`src/rtl/csd_pkg.sv`:
```
package csd_pkg;
  typedef enum logic [1:0] {
    PM_SINGLE = 2'b00,
    PM_EXPAND = 2'b01,
    PM_MICRO  = 2'b10,
    PM_RSVD   = 2'b11
  } proc_mode_e;

  localparam int unsigned CSD_AW   = 20;
  localparam int unsigned CSD_NSEL = 4;

  // window lower bounds per select
  function automatic logic [CSD_AW-1:0] win_lo(input int unsigned idx);
    case (idx)
      0:       return 20'h30000;
      1:       return 20'h28000;
      2:       return 20'h08000;
      default: return 20'h04000;
    endcase
  endfunction

  // window upper bounds per select; select 0 entry is a placeholder (mode dependent)
  function automatic logic [CSD_AW-1:0] win_hi(input int unsigned idx);
    case (idx)
      0:       return 20'hCFFFF;
      1:       return 20'h2FFFF;
      2:       return 20'h27FFF;
      default: return 20'h07FFF;
    endcase
  endfunction

  function automatic logic is_external(input logic [1:0] m);
    return (m == PM_EXPAND) || (m == PM_MICRO);
  endfunction
endpackage

```
`src/rtl/csd_ctrl_reg.sv`:
```
module csd_ctrl_reg #(
  parameter int unsigned W       = 8,
  parameter logic [W-1:0] RST_VAL = 8'h01
) (
  input  logic         clk,
  input  logic         rst,
  input  logic         wr,
  input  logic [W-1:0] wdata,
  output logic [W-1:0] q
);
  always_ff @(posedge clk) begin
    if (rst)     q <= RST_VAL;
    else if (wr) q <= wdata;
  end
endmodule

```
`src/rtl/csd_window.sv`:
```
module csd_window #(
  parameter int unsigned AW = 20
) (
  input  logic [AW-1:0] addr,
  input  logic [AW-1:0] lo,
  input  logic [AW-1:0] hi,
  output logic          hit
);
  always_comb hit = (addr >= lo) && (addr <= hi);
endmodule

```
`src/rtl/csd_sel_out.sv`:
```
module csd_sel_out #(
  parameter int unsigned NSEL = 4
) (
  input  logic            clk,
  input  logic            rst,
  input  logic            ext_mode,
  input  logic [NSEL-1:0] pin_en,
  input  logic [NSEL-1:0] wait_bits,
  input  logic [NSEL-1:0] hits,
  input  logic            bus_active,
  input  logic            bus_start,
  output logic [NSEL-1:0] cs_n,
  output logic [NSEL-1:0] pin_is_cs,
  output logic            wait_req
);
  logic [NSEL-1:0] sel_d;
  logic [NSEL-1:0] wreq_d;

  for (genvar i = 0; i < NSEL; i++) begin : g_sel
    always_comb begin
      sel_d[i]  = ext_mode && bus_active && hits[i] && pin_en[i];
      wreq_d[i] = ext_mode && bus_start && hits[i] && !wait_bits[i];
    end
  end

  always_ff @(posedge clk) begin
    if (rst) begin
      cs_n      <= '1;
      pin_is_cs <= '0;
      wait_req  <= 1'b0;
    end else begin
      cs_n      <= ~sel_d;
      pin_is_cs <= ext_mode ? pin_en : '0;
      wait_req  <= |wreq_d;
    end
  end
endmodule

```
`src/rtl/csd_top.sv`:
```
module csd_top
  import csd_pkg::*;
#(
  parameter int unsigned ADDR_W = CSD_AW,
  parameter int unsigned NSEL   = CSD_NSEL,
  parameter int unsigned REG_W  = 2 * NSEL,
  parameter logic [REG_W-1:0] REG_RST = 8'h01
) (
  input  logic              clk,
  input  logic              rst,
  input  logic              reg_wr,
  input  logic [REG_W-1:0]  reg_wdata,
  output logic [REG_W-1:0]  reg_rdata,
  input  logic [1:0]        mode,
  input  logic              area_ext,
  input  logic              bus_active,
  input  logic              bus_start,
  input  logic [ADDR_W-1:0] bus_addr,
  output logic [NSEL-1:0]   cs_n,
  output logic [NSEL-1:0]   pin_is_cs,
  output logic              wait_req
);
  localparam logic [ADDR_W-1:0] S0_HI_EXP  = ADDR_W'(20'hCFFFF);
  localparam logic [ADDR_W-1:0] S0_HI_EXPX = ADDR_W'(20'hF7FFF);
  localparam logic [ADDR_W-1:0] S0_HI_MIC  = ADDR_W'(20'hFFFFF);

  logic [REG_W-1:0]  ctrl_q;
  logic [NSEL-1:0]   hits;
  logic              ext_mode;
  logic [ADDR_W-1:0] s0_hi;

  csd_ctrl_reg #(.W(REG_W), .RST_VAL(REG_RST)) u_reg (
    .clk(clk), .rst(rst), .wr(reg_wr), .wdata(reg_wdata), .q(ctrl_q)
  );

  always_comb begin
    ext_mode = is_external(mode);
    if (mode == PM_MICRO)  s0_hi = S0_HI_MIC;
    else if (area_ext)     s0_hi = S0_HI_EXPX;
    else                   s0_hi = S0_HI_EXP;
  end

  for (genvar i = 0; i < NSEL; i++) begin : g_win
    logic [ADDR_W-1:0] hi_i;
    if (i == 0) begin : g_var
      always_comb hi_i = s0_hi;
    end else begin : g_fix
      always_comb hi_i = ADDR_W'(win_hi(i));
    end
    csd_window #(.AW(ADDR_W)) u_win (
      .addr(bus_addr), .lo(ADDR_W'(win_lo(i))), .hi(hi_i), .hit(hits[i])
    );
  end

  csd_sel_out #(.NSEL(NSEL)) u_out (
    .clk(clk), .rst(rst), .ext_mode(ext_mode),
    .pin_en(ctrl_q[NSEL-1:0]), .wait_bits(ctrl_q[REG_W-1:NSEL]),
    .hits(hits), .bus_active(bus_active), .bus_start(bus_start),
    .cs_n(cs_n), .pin_is_cs(pin_is_cs), .wait_req(wait_req)
  );

  always_comb reg_rdata = ctrl_q;
endmodule

```
`config.mk`:
```
export PLATFORM = sky130hd
export DESIGN_NAME = csd_top
export DESIGN_NICKNAME = d
export VERILOG_FILES = /design/src/rtl/csd_pkg.sv /design/src/rtl/csd_ctrl_reg.sv /design/src/rtl/csd_window.sv /design/src/rtl/csd_sel_out.sv /design/src/rtl/csd_top.sv
export SDC_FILE = /design/constraint.sdc
export NUM_CORES = 1
export LEC_CHECK = 0
export BUFFER_PORTS_ARGS = -buffer_cell sky130_fd_sc_hd__buf_2
export CAP_MARGIN = 5
export CORE_MARGIN = 2
export CORE_UTILIZATION = 64
export DETAILED_ROUTE_END_ITERATION = 8
export PLACE_DENSITY = 0.86
export SETUP_SLACK_MARGIN = 0.05
export SLEW_MARGIN = 20
export SYNTH_ARGS = -nofsm -noshare
export SYNTH_HDL_FRONTEND = slang
export SYNTH_HIERARCHICAL = 1
export SYNTH_SLANG_ARGS = --single-unit
export TNS_END_PERCENT = 50
```
`constraint.sdc`:
```
create_clock -name clk -period 3.7 [get_ports clk]
set_clock_uncertainty 0.05 [all_clocks]
set_input_delay 0.185 -clock clk [delete_from_list [all_inputs] [get_ports clk]]
set_output_delay 0.185 -clock clk [all_outputs]
set_load 0.01 [all_outputs]
```
After elaboration in Yosys (flattened, before gate mapping)
Index checks and enable logic that the tools add are counted.
W data, S select, Z words.
{"block": "word_totals", "word_cells": 47, "input_bits": 36, "regBits": 17, "out_inout_bits": 17}
{"block": "classes", "n_eq_ne": 2, "reduce_logical": 29, "n_bitwise": 2, "muxes": 2, "magnitude_cmp": 8}
{"cell": "$ge A20 B18 Y1 const B", "count": 2}
{"cell": "$le A20 B18 Y1 const B", "count": 2}
{"cell": "$mux W18", "count": 2}
{"cell": "$logic_and A1 B1 Y1", "count": 22}
{"cell": "$ge A20 B15 Y1 const B", "count": 1}
{"cell": "$ge A20 B16 Y1 const B", "count": 1}
{"cell": "$le A20 B15 Y1 const B", "count": 1}
{"cell": "$le A20 B20 Y1", "count": 1}
{"cell": "$logic_not A1 Y1", "count": 4}
{"cell": "$not A4 Y4", "count": 1}
{"cell": "$reduce_or A4 Y1", "count": 1}
{"cell": "$eq A2 B1 Y1 const B", "count": 1}
{"cell": "$eq A2 B2 Y1 const B", "count": 1}
{"cell": "$reduce_or A2 Y1", "count": 1}
{"cell": "$logic_or A1 B1 Y1", "count": 1}
{"cell": "$not A1 Y1", "count": 1}

Depth between registers and ports, before layout
{"block": "logic_depth", "ltp_word": 7, "mapped_depth": 13, "ltp_nobuf": 13}

Cells and area by module
The synthesis kept the hierarchy.
{"mod": "csd_window", "area_per_inst_um2": 997.2, "cells_each": 140, "instances": 4, "seq_area_each_um2": 0.0}
{"mod": "csd_ctrl_reg", "area_per_inst_um2": 290.3, "cells_each": 26, "instances": 1, "seq_area_each_um2": 160.2}
{"mod": "csd_sel_out", "area_per_inst_um2": 284.0, "cells_each": 25, "instances": 1, "seq_area_each_um2": 180.2}
{"mod": "csd_top", "area_per_inst_um2": 40.0, "cells_each": 7, "instances": 1, "seq_area_each_um2": 0.0}

Least setup slack after synthesis
Ideal clock, no wire load.
{"block": "synth_timing", "path_type": "input to register", "from": "input mode[0]", "to": "register u_out.wait_req", "n_path_buf": 0, "t_required_ns": 3.569, "slack_ns": 1.643, "cell_stages": 13, "arrival_ns": 1.926, "setup_time_ns": 0.081, "path_cell_list": "inv_1 > ha_1 > or2_1 > inv_1 > ha_1 > nand4_1 > or3_4 > nor2_4 > a221oi_1 > o221ai_1 > a21oi_2 > nand2b_1 > a41oi_1"}
{"block": "synth_between", "elab_chain_cells": 7, "word_cells_on_any_way": 16, "cone_classes": "order compare: 1; eq/ne: 2; mux: 1; reduce/logical: 12"}
{"item": "from (decl)", "line_no": "csd_top.sv:14", "text": "input logic [1:0] mode,"}
{"item": "$eq A2 B2 Y1", "line_no": "csd_top.sv:38", "text": "if (mode == PM_MICRO) s0_hi = S0_HI_MIC;"}
{"item": "$mux W18", "line_no": "csd_top.sv:38"}
{"item": "via g_win[0].hi_i[16]", "line_no": "csd_top.sv:44", "text": "logic [ADDR_W-1:0] hi_i;"}
{"item": "$le A20 B20 Y1", "line_no": "csd_window.sv:9", "text": "always_comb hit = (addr >= lo) && (addr <= hi);"}
{"item": "$logic_and A1 B1 Y1", "line_no": "csd_window.sv:9"}
{"item": "via hits[0]", "line_no": "csd_top.sv:28", "text": "logic [NSEL-1:0] hits;"}
{"item": "$logic_and A1 B1 Y1 (2 in a row)", "line_no": "csd_sel_out.sv:22", "text": "wreq_d[i] = ext_mode && bus_start && hits[i] && !wait_bits[i];"}
{"item": "$reduce_or A4 Y1", "line_no": "csd_sel_out.sv:34", "text": "wait_req <= |wreq_d;"}
{"item": "to (signal assigned)", "line_no": "csd_sel_out.sv:34"}
{"item": "to (decl)", "line_no": "csd_sel_out.sv:14", "text": "output logic wait_req"}
The timed path passes the listed nets, and every way through them passes these cells.
A chain may end at the register's enable or synchronous reset.

Worst setup path after layout
Ends and elaborated chain as after synthesis.

==> impl_summary.log <==
[metrics] critical path startpoint category: input pin
[metrics] die area: 0.00789 mm2
[metrics] maximum number of pins on one net before global-route repair: 12
[metrics] antenna fix cells: 0
[metrics] starting density of the core: 67.0%
[metrics] fill count: 497
[metrics] combinational share of power: 60.3%
[metrics] register share of total power: 23.4%
[metrics] Reg-to-Reg Start: u_reg/q[0]
[metrics] IO Pins: 53
[metrics] total of max-cap violations: 0
[metrics] average vias per placed instance: 4.84
[metrics] final-report max-slew violation count: 0
[metrics] Final period util: 57.0%
[metrics] type of the most critical hold path: in -> reg
[metrics] buffer count from post-CTS setup fixing: 0
[metrics] RSZ-0062 raised after global routing: no
[metrics] Clk network pwr share: 16.3%
[metrics] crit path capture type: register
[metrics] average footprint of a synthesized cell: 7.45 um2
[metrics] DRC errors left: 0
[metrics] internal power: 0.000478 W
[metrics] cts hold-fix bufs: 0
[metrics] proportion of synthesized chip area in sequential cells: 7.39%
[metrics] clk slew on worst S/H paths: 0.06 ns
[metrics] total number of yosys warnings: 6
[metrics] Worst Path Max Fanout: 2
[metrics] area inside the core boundary: 0.00687 mm2
[metrics] total power density per cell area: 150 mW/mm2
[metrics] CTS Buf Count: 3
[metrics] gr usage total: 28.5%
[metrics] async set or reset register ratio after synthesis: 0%
[metrics] DR pass1 iterations: 4
[metrics] cells resized by post-CTS repair: 0
[metrics] routed len/inst: 11.4 um
[metrics] cell count after synthesis: 618
[metrics] sinks on the clock net: 17
[metrics] final weighted congestion in routability-driven placement: 0.830
[metrics] ordered list of cells on the worst path: buf_2 > inv_1 > ha_1 > or2_1 > inv_1 > ha_1 > nand4_1 > or3_4 > nor2_4 > a221oi_1 > o221ai_1 > a21oi_2 > nand2b_1 > a41oi_1
[metrics] wire length of the first global-routing pass: 17.8 mm
[metrics] biggest cell delay along the critical path: 0.29 ns
[metrics] antenna-violating nets left: 0
[metrics] reg2reg setup slack: 2.82 ns
[metrics] Max clock buf depth: 2
[metrics] initial antenna violation count: 0
[metrics] end point of the critical path: u_out/wait_req
[metrics] Routed WL: 10.5 mm
[metrics] aggregate global routing overflow: 0
[metrics] Worst setup startpoint: mode[0]
[metrics] Skew-Pair Late Insertion Delay: 0.25 ns
[metrics] Critical Path AT: 2.23 ns
[metrics] setup violation total in the final timing report: 0
[metrics] Period minus WS final: 2.11 ns
[metrics] leakage power summed over all cells: 3.54 nW
[metrics] critical path class: in -> reg
[metrics] initial DRC count: 129
[metrics] CTS H-tree lvls: 1
[metrics] number of register bits inferred by synthesis: 17
[metrics] number of enable flip-flop cells after synthesis: 0
[metrics] worst reg2reg path endpoint: u_reg/q[0]
[metrics] summed instance area of the synthesized netlist: 0.00460 mm2
[metrics] Unique masters post-synth: 35
[metrics] Peak supply drop: 0.283 mV
[metrics] nets@finish: 1,025
[metrics] highest achievable clock rate: 474 MHz
[metrics] endpoints failing hold: 0
[metrics] clk root buf: clkbuf_8
[metrics] CP max stage cell: a221oi_1
[metrics] vias after detailed routing: 4,469
[metrics] switching part of the total power: 43.2%
[metrics] HPWL after DPL: 9.27 mm
[metrics] site row count: 30
[metrics] worst endpoint required time: 3.82 ns
[metrics] switching power: 0.000364 W
[metrics] number of global-route vias before repair: 4,400
[metrics] die span in y: 88.8 um
[metrics] Die Width: 88.8 um
[metrics] non-filler cells, final: 923
[metrics] run status: completed
[metrics] Layout Area Growth over Synthesis: 21.5%
[metrics] number of port buffers: 52
[metrics] Top FF cell, synth: dfxtp_1
[metrics] clock tree from TritonCTS: built
[metrics] reg2reg path depth: 2
[metrics] Placed Instances: 919
[metrics] proportion of layout cells with a drive suffix above 1: 9.31%
[metrics] TNS Setup: 0 ns
## per-layer routing
metal / routed length [um] / GRT usage, %
met1: 4470 / 31.4
met2: 5340 / 55.7
met3: 418 / 2.89
met4: 288 / 10.3
met5: 0 / 0
## state kept, by name, summed over array words and instances (netlist names)
signal           count
u_out/wait_req       1
u_out/pin_is_cs      4
u_out/cs_n           4
u_reg/q              8
## layout by cell type, fill, tap and decap left out, types with 7 or more instances in the layout
cell      Yosys  layout
nand2_1      48      48
o21ai_1       8       8
dfxtp_1      17      17
mux2i_1       7       7
nor2_1       23      23
and4_1        8       8
nand2b_1      9       9
conb_1        2     157
a21o_1       20      20
o21ai_0       8       8
buf_2         0      52
a211oi_1      8       8
inv_1       162     162
a21oi_1      56      56
nand4_1      12      12
nand3_1      12      12
a221oi_1      8       8
ha_1        161     161
## cell type report
class	instances	area, um2	share of cell area [%]
flip-flops and latches	17	340	6.08
well taps	96	120	2.15
multi-input cells	592	4220	75.4
clock buffers	4	45.0	0.805
inverters	162	608	10.9
repair buffers	52	260	4.65
## how the worst min path moves through the flow
| stage | from | end | slack, ns | depth (start not counted) |
|---|---|---|---|---|
| 6_report | reg_wdata[0] | u_reg/q[0] | 0.10 | 2 |
| 5_1_grt | reg_wdata[0] | u_reg/q[0] | 0.12 | 2 |
| 4_1_cts | reg_wdata[0] | u_reg/q[0] | 0.10 | 2 |
| 3_5_place_dp | reg_wdata[0] | u_reg/q[0] | 0.36 | 2 |
| 3_3_place_gp | reg_wdata[0] | u_reg/q[0] | 0.34 | 2 |
| 2_1_floorplan | reg_wdata[0] | u_reg/q[0] | 0.26 | 1 |
## power groups by stage
stage | logic, W | registers (W) | clock network, W
after floorplan | 0.000343 | 0.000204 | 0
after global placement | 0.000451 | 0.000200 | 0
after detailed placement | 0.000483 | 0.000201 | 0
after CTS | 0.000486 | 0.000197 | 0.000136
after global routing | 0.000594 | 0.000198 | 0.000142
final | 0.000508 | 0.000197 | 0.000137
## cells by family after synthesis
group | after synthesis | synth area share, %
flops | 17 | 7.39
simple gates | 137 | 15.8
buf+inv | 164 | 13.6
compound gates | 130 | 17.8
fa+ha+maj | 161 | 43.8
other cells | 2 | 0.163
mux | 7 | 1.52
## critical path, delay by kind of cell
family | cells | cell delay [ns]
fa+ha+maj | 2 | 0.42
buf+inv | 3 | 0.16
compound gates | 4 | 0.84
simple gates | 5 | 0.62
## cells in the mapped netlist (all sizes together) (9+ instances only)
cell type | n | area share, %
inv | 162 | 13
ha | 161 | 44
a21oi | 60 | 6.8
nand2 | 52 | 4.5
nor2 | 27 | 2.9
a21o | 20 | 3.3
o21ai | 20 | 2.5
dfxtp | 17 | 7.4
nand3 | 12 | 1.3
nand4 | 12 | 1.6
nand2b | 9 | 1.2
## through the flow
stage                     util, %  power (W)  setup slack [ns]  instance area (um2)  hold slack (ns)
after floorplan                 -   0.000547              1.64                 5180            0.257
after global placement       80.8   0.000651              1.49                 5550            0.342
after detailed placement     80.8   0.000684              1.32                 5550            0.364
after CTS                    81.4   0.000819              1.58                 5590            0.104
after global routing         81.4   0.000934              1.40                 5590            0.118
final                        81.4   0.000842              1.59                 5590            0.100
Power figures use the tool's default switching activity.
